===== config.mk =====
export PLATFORM = sky130hd
export DESIGN_NAME = bcd_calendar_counter
export DESIGN_NICKNAME = d
export VERILOG_FILES = /design/src/rtl/bcd_cal_pkg.sv /design/src/rtl/bcd_step.sv /design/src/rtl/bcd_month_len.sv /design/src/rtl/bcd_calendar_counter.sv
export SDC_FILE = /design/constraint.sdc
export NUM_CORES = 1
export LEC_CHECK = 0
export BUFFER_PORTS_ARGS = -buffer_cell sky130_fd_sc_hd__buf_4
export CAP_MARGIN = 20
export CORE_MARGIN = 1.5
export CORE_UTILIZATION = 50
export CTS_BUF_LIST = sky130_fd_sc_hd__clkbuf_2 sky130_fd_sc_hd__clkbuf_4 sky130_fd_sc_hd__clkbuf_8
export DETAILED_ROUTE_END_ITERATION = 6
export PLACE_DENSITY = 0.81
export SYNTH_ARGS = -nofsm -noshare
export SYNTH_HDL_FRONTEND = slang
export SYNTH_SLANG_ARGS = --single-unit

===== constraint.sdc =====
create_clock -name clk -period 4.54 [get_ports clk]
set_input_delay 0.227 -clock clk [delete_from_list [all_inputs] [get_ports clk]]
set_output_delay 0.227 -clock clk [all_outputs]
set_load 0.01 [all_outputs]

===== src/rtl/bcd_cal_pkg.sv =====
`timescale 1ns/1ps
// Package: shared types and constants for the BCD calendar counter.
// Assumes two-digit packed BCD fields, tens in the upper nibble.
package bcd_cal_pkg;
    localparam int unsigned DIGIT_W  = 4;
    localparam int unsigned FIELD_W  = 2 * DIGIT_W;
    localparam int unsigned N_FIELDS = 8;

    typedef logic [FIELD_W-1:0] bcd2_t;

    // Field index order: the carry chain runs from low to high index.
    localparam int unsigned F_SEC  = 0;
    localparam int unsigned F_MIN  = 1;
    localparam int unsigned F_HOUR = 2;
    localparam int unsigned F_DOW  = 3;
    localparam int unsigned F_DATE = 4;
    localparam int unsigned F_MON  = 5;
    localparam int unsigned F_YEAR = 6;
    localparam int unsigned F_CENT = 7;

    // Highest value of each field (the date entry is replaced at run time).
    localparam bcd2_t LAST_C  [N_FIELDS] = '{8'h59, 8'h59, 8'h23, 8'h07,
                                             8'h31, 8'h12, 8'h99, 8'h99};
    // Value each field wraps back to.
    localparam bcd2_t FIRST_C [N_FIELDS] = '{8'h00, 8'h00, 8'h00, 8'h01,
                                             8'h01, 8'h01, 8'h00, 8'h00};
    // Value each field takes in reset.
    localparam bcd2_t INIT_C  [N_FIELDS] = '{8'h00, 8'h00, 8'h00, 8'h01,
                                             8'h01, 8'h01, 8'h00, 8'h20};
endpackage


===== src/rtl/bcd_step.sv =====
`timescale 1ns/1ps
// Module: bcd_step
// Works out the next value of one two-digit BCD field and flags a wrap.
// Assumes the input is valid BCD. A value at or above the limit wraps to
// the first value, so a loaded value past the limit recovers on the next step.
module bcd_step
    import bcd_cal_pkg::*;
(
    input  bcd2_t cur,
    input  bcd2_t last,
    input  bcd2_t first,
    output bcd2_t nxt,
    output logic  wrap
);
    logic [DIGIT_W-1:0] tens;
    logic [DIGIT_W-1:0] units;

    assign tens  = cur[FIELD_W-1:DIGIT_W];
    assign units = cur[DIGIT_W-1:0];

    // Decimal increment with a units-to-tens carry, or wrap at the limit.
    always_comb begin
        wrap = (cur >= last);
        if (wrap) begin
            nxt = first;
        end else if (units >= DIGIT_W'(9)) begin
            nxt = {tens + DIGIT_W'(1), {DIGIT_W{1'b0}}};
        end else begin
            nxt = {tens, units + DIGIT_W'(1)};
        end
    end
endmodule


===== src/rtl/bcd_month_len.sv =====
`timescale 1ns/1ps
// Module: bcd_month_len
// Gives the last date of a month, in BCD, from the BCD month and year.
// Assumes a leap year is any two-digit year divisible by four.
module bcd_month_len
    import bcd_cal_pkg::*;
(
    input  bcd2_t month,
    input  bcd2_t year,
    output bcd2_t last_date
);
    logic [DIGIT_W-1:0] yr_t;
    logic [DIGIT_W-1:0] yr_u;
    logic               leap;

    assign yr_t = year[FIELD_W-1:DIGIT_W];
    assign yr_u = year[DIGIT_W-1:0];

    // Divisible by four: even tens with units 0/4/8, or odd tens with 2/6.
    always_comb begin
        if (yr_t[0]) leap = (yr_u == 4'd2) || (yr_u == 4'd6);
        else         leap = (yr_u == 4'd0) || (yr_u == 4'd4) || (yr_u == 4'd8);
    end

    // Pick the month length.
    always_comb begin
        unique case (month)
            8'h02:                      last_date = leap ? 8'h29 : 8'h28;
            8'h04, 8'h06, 8'h09, 8'h11: last_date = 8'h30;
            default:                    last_date = 8'h31;
        endcase
    end
endmodule


===== src/rtl/bcd_calendar_counter.sv =====
`timescale 1ns/1ps
// Module: bcd_calendar_counter
// Keeps seconds through century in packed BCD and advances one second per
// tick. It applies a full-field load, which wins over the tick.
// Assumes tick is a one-cycle enable in the clk domain. Reset is synchronous
// and active low.
module bcd_calendar_counter
    import bcd_cal_pkg::*;
(
    input  logic       clk,
    input  logic       rst_n,
    input  logic       tick,
    input  logic       load,
    input  logic [7:0] ld_sec,
    input  logic [7:0] ld_min,
    input  logic [7:0] ld_hour,
    input  logic [7:0] ld_dow,
    input  logic [7:0] ld_date,
    input  logic [7:0] ld_month,
    input  logic [7:0] ld_year,
    input  logic [7:0] ld_cent,
    output logic [7:0] q_sec,
    output logic [7:0] q_min,
    output logic [7:0] q_hour,
    output logic [7:0] q_dow,
    output logic [7:0] q_date,
    output logic [7:0] q_month,
    output logic [7:0] q_year,
    output logic [7:0] q_cent
);
    bcd2_t fld     [N_FIELDS];
    bcd2_t ld_v    [N_FIELDS];
    bcd2_t nxt_v   [N_FIELDS];
    bcd2_t last_v  [N_FIELDS];
    logic  wrap_v  [N_FIELDS];
    logic  step_en [N_FIELDS];
    bcd2_t mon_last;

    assign ld_v[F_SEC]  = ld_sec;
    assign ld_v[F_MIN]  = ld_min;
    assign ld_v[F_HOUR] = ld_hour;
    assign ld_v[F_DOW]  = ld_dow;
    assign ld_v[F_DATE] = ld_date;
    assign ld_v[F_MON]  = ld_month;
    assign ld_v[F_YEAR] = ld_year;
    assign ld_v[F_CENT] = ld_cent;

    // Month length, from the month and year in effect before this step.
    bcd_month_len u_mlen (
        .month     (fld[F_MON]),
        .year      (fld[F_YEAR]),
        .last_date (mon_last)
    );

    // Carry chain: hour wrap feeds both day of week and date.
    always_comb begin
        step_en[F_SEC]  = tick;
        step_en[F_MIN]  = step_en[F_SEC]  & wrap_v[F_SEC];
        step_en[F_HOUR] = step_en[F_MIN]  & wrap_v[F_MIN];
        step_en[F_DOW]  = step_en[F_HOUR] & wrap_v[F_HOUR];
        step_en[F_DATE] = step_en[F_HOUR] & wrap_v[F_HOUR];
        step_en[F_MON]  = step_en[F_DATE] & wrap_v[F_DATE];
        step_en[F_YEAR] = step_en[F_MON]  & wrap_v[F_MON];
        step_en[F_CENT] = step_en[F_YEAR] & wrap_v[F_YEAR];
    end

    for (genvar i = 0; i < N_FIELDS; i++) begin : g_field
        // The date limit follows the month; every other limit is fixed.
        if (i == F_DATE) begin : g_dyn
            assign last_v[i] = mon_last;
        end else begin : g_fix
            assign last_v[i] = LAST_C[i];
        end

        bcd_step u_step (
            .cur   (fld[i]),
            .last  (last_v[i]),
            .first (FIRST_C[i]),
            .nxt   (nxt_v[i]),
            .wrap  (wrap_v[i])
        );

        // Field register: reset, then load, then step.
        always_ff @(posedge clk) begin
            if (!rst_n)          fld[i] <= INIT_C[i];
            else if (load)       fld[i] <= ld_v[i];
            else if (step_en[i]) fld[i] <= nxt_v[i];
        end
    end

    assign q_sec   = fld[F_SEC];
    assign q_min   = fld[F_MIN];
    assign q_hour  = fld[F_HOUR];
    assign q_dow   = fld[F_DOW];
    assign q_date  = fld[F_DATE];
    assign q_month = fld[F_MON];
    assign q_year  = fld[F_YEAR];
    assign q_cent  = fld[F_CENT];

    // ---------------- assertions ----------------
    p_hold_r2: assert property (@(posedge clk) disable iff (!rst_n)
        (!tick && !load) |=> ($stable(q_sec) && $stable(q_min) && $stable(q_hour)
            && $stable(q_dow) && $stable(q_date) && $stable(q_month)
            && $stable(q_year) && $stable(q_cent)));

    p_units_nine_r3: assert property (@(posedge clk) disable iff (!rst_n)
        (tick && !load && q_sec == 8'h09) |=> (q_sec == 8'h10));

    p_min_carry_r4: assert property (@(posedge clk) disable iff (!rst_n)
        (tick && !load && q_sec == 8'h59 && q_min == 8'h14)
            |=> (q_sec == 8'h00 && q_min == 8'h15));

    p_dow_wrap_r5: assert property (@(posedge clk) disable iff (!rst_n)
        (tick && !load && q_sec == 8'h59 && q_min == 8'h59 && q_hour == 8'h23
            && q_dow == 8'h07) |=> (q_hour == 8'h00 && q_dow == 8'h01));

    p_april_end_r6: assert property (@(posedge clk) disable iff (!rst_n)
        (tick && !load && q_sec == 8'h59 && q_min == 8'h59 && q_hour == 8'h23
            && q_month == 8'h04 && q_date == 8'h30)
            |=> (q_date == 8'h01 && q_month == 8'h05));

    p_century_r8: assert property (@(posedge clk) disable iff (!rst_n)
        (tick && !load && q_sec == 8'h59 && q_min == 8'h59 && q_hour == 8'h23
            && q_date == 8'h31 && q_month == 8'h12 && q_year == 8'h99)
            |=> (q_year == 8'h00 && q_month == 8'h01 && q_cent != $past(q_cent)));

    p_load_wins_r9: assert property (@(posedge clk) disable iff (!rst_n)
        load |=> (q_sec == $past(ld_sec) && q_min == $past(ld_min)
            && q_hour == $past(ld_hour) && q_dow == $past(ld_dow)
            && q_date == $past(ld_date) && q_month == $past(ld_month)
            && q_year == $past(ld_year) && q_cent == $past(ld_cent)));
endmodule


==> results.yml <==
yosys:
  synthTopCellsByCount: "edfxtp_1 (64), nand2_1 (51), ha_1 (48), inv_1 (30), o21ai_0 (26)"
  ys_types: 47
  synthMuxAreaShare_pct: 0.499
  synth_compound_area_share_pct: 17.4
  syn_area_um2: 4260
  synth_seq_cells: 64
  synth_xor_area_share_pct: 5.14
  synth_fa_ha_area_share_pct: 14.1
  yosysMostFrequentCell: "edfxtp_1"
  synth_warnings: 0
  syn_avg_cell_area_um2: 10.8
  synth-edff-count: 64
  ys.flop_type: "edfxtp_1"
  synth_top_cell_by_area: "edfxtp_1"
  synthArstFlopShare_pct: 0
  synth_top_area_share_pct: 45.1
  synth_seq_area_share_pct: 45.1
  syn_nets: 512
  yosys.area_share.simple_pct: 14.0
  synth_top_family_by_area: "compound AO/OA/AOI/OAI gates"
  synth_area_leaders: "edfxtp_1 (45%), ha_1 (14%), nand2_1 (4.5%)"
  synth_cells: 396
clocking:
  insertion_delay_ps: 340
  cts_hold_buf: 0
  clock_path_buffers: 2
  cts.sinks: 64
  cts-buffers-inserted: 9
  cts_resized: 0
  cts_setup_buffers: 0
  h-tree-depth: 3
  cts_tree: "done"
  clockRootBuffer: "clkbuf_8"
  clkTransAtPathRegs_ps: 70
sta:
  period_share_pct: 88.3
  max_freq_mhz: 249
  setup_tns_ps: 0
  worst_slew_pin_slew_ps: 1060
  setup_violations: 0
  final.setup.worst_slack_ps: 530
  rsz0062_at_grt: "false"
  final-max-slew-violation-count: 0
  skew_ps: 7.77
  holdWs_ps: 164
  max_slew_margin_pct: 29.3
  period_needed_ps: 4010
  hold_viol_final: 0
power_and_ir_drop:
  power.density_nw_per_um2: 281
  ir_drop_mv: 0.181
  p_leak_uw: 0.00244
global_routing:
  grt_pass1_wl_um: 17500
  grt.overflow.total: 0
  globalRouteTotalUtil_pct: 25.4
  antenna_found_initial: 0
  grt_pass1_vias: 3624
  grt_max_degree: 54
detailed_routing:
  totalWireLength_um: 11200
  drt_pass1_iterations: 5
  initialDrtViolationCount: 214
  via_count: 3707
  wl_per_cell_um: 17.5
  ant_nets: 0
  via_per_inst: 5.81
  drc: 0
place:
  hpwl_um: 8670
  gp_congestion: 0.919
  place_ws_ps: 668
  dp.cells: 623
  io_buffers: 131
hold_path:
  hold_depth: 3
  hp-start: "ld_hour[0]"
  hold_end: "fld[0][16]$_DFFE_PP_"
  hold_class: "input port to register"
die:
  die_area_um2: 9080
  row_count: 33
  core_area_um2: 8220
  die_h_um: 95.3
  io_pins: 132
  chipWidth_um: 95.3
  start_util_pct: 51.9
critical_path:
  r2r-end: "fld[1][30]$_DFFE_PP_"
  worstPathMaxFanout: 6
  reg2reg_slack_ps: 530
  end_kind: "register"
  critPathKind: "register to register"
  worstPathRequired_ps: 4500
  worstPathArrival_ps: 3970
  r2r_cells: 12
  cp-start-kind: "register"
  r2r-start: "fld[1][8]$_DFFE_PP_"
finish:
  fin_util_pct: 67.1
  regMostFlops: "fld"
  largest_reg_flops: 64
  drive_gt1_share_pct: 29.3
  layoutNonFillerInstCount: 638
  area_growth_pct: 29.5
  antenna_cells: 0
  final_nets: 645
  largestRegisters: "fld x64"
job:
  drv_cap: 0
outcome:
  status: "completed"
worst max-delay path by stage:
stage	start	end	slack, ps
2_1_floorplan	fld[1][8]$_DFFE_PP_	fld[1][28]$_DFFE_PP_	1050
3_3_place_gp	fld[1][8]$_DFFE_PP_	fld[1][29]$_DFFE_PP_	950
3_5_place_dp	fld[1][8]$_DFFE_PP_	fld[1][29]$_DFFE_PP_	670
4_1_cts	fld[1][12]$_DFFE_PP_	fld[1][31]$_DFFE_PP_	610
5_1_grt	fld[1][8]$_DFFE_PP_	fld[1][28]$_DFFE_PP_	350
6_report	fld[1][8]$_DFFE_PP_	fld[1][30]$_DFFE_PP_	530
where the power goes:
group	leakage, uW	switching [uW]	internal [uW]
registers	0.000698	57.9	702
clock network	0.0000883	217	251
logic	0.00166	165	160
cells by family after synthesis:
| group | count (synthesis) |
|---|---|
| AO/OA/AOI/OAI | 98 |
| XOR/XNOR | 25 |
| adder cells (fa/ha/maj) | 48 |
| buffers and inverters | 40 |
| flip-flops | 64 |
| multiplexers | 2 |
| AND/OR/NAND/NOR | 119 |
cells in the final DEF (no fill, tap or decap), types with 2 or more instances in the layout:
cell	netlist	routed
or2_2	2	2
nor3_1	3	3
o211ai_1	5	5
nor4_1	2	2
a21boi_0	3	3
buf_4	0	132
o31a_1	2	2
a21o_1	2	2
o31ai_1	9	9
nand2_1	51	51
and3_1	11	11
nor2_1	12	12
nor4b_1	3	3
nor2b_1	4	4
or3b_2	3	3
a32o_1	11	11
clkinv_1	0	3
o31ai_4	2	2
o21ai_0	26	26
nand4_1	4	4
xor2_1	11	11
xnor2_1	14	14
ha_1	48	48
a41oi_1	2	2
edfxtp_1	64	64
a21oi_1	11	11
nand2b_1	2	2
o21a_1	2	2
a22o_1	14	14
inv_1	30	30
o22a_1	2	2
nand3_1	14	14
o32ai_1	2	2
or4_1	2	2
clkbuf_8	0	9
metal layers:
layer | vias up | wire length, um | GRT usage [%]
met2 | 166 | 5440 | 41.5
met3 | 17 | 746 | 3.75
met5 | - | 0 | 0
li1 | 1741 | - | -
met4 | 0 | 190 | 8.96
met1 | 1783 | 4820 | 34.4
per-stage QoR:
stage / instance area (um2) / total power [uW]
floorplan: 4260 / 925
global placement: 5340 / 1080
detailed placement: 5340 / 1090
CTS: 5520 / 1550
global route: 5520 / 1620
finish: 5520 / 1550
area by class of cell:
type / instances / area, um2
clock buffer: 10 / 131
tap: 105 / 131
clock inverter: 5 / 48.8
sequential: 64 / 1920
timing repair buffer: 132 / 991
inverter: 30 / 113
fill: 626 / 2700
multi-input combinational: 292 / 2180
worst max-delay path, stage by stage (launching register included):
cell and delay (ps):
edfxtp_1 490, inv_1 160, ha_1 220, o211ai_1 120, a21oi_1 170, o21ai_0 130
mux2_2 300, ha_1 280, nor4b_1 50, o211ai_1 250, o211ai_1 250, or2_2 410
o41ai_1 830
No activity file was read; power rests on OpenSTA's default activity.
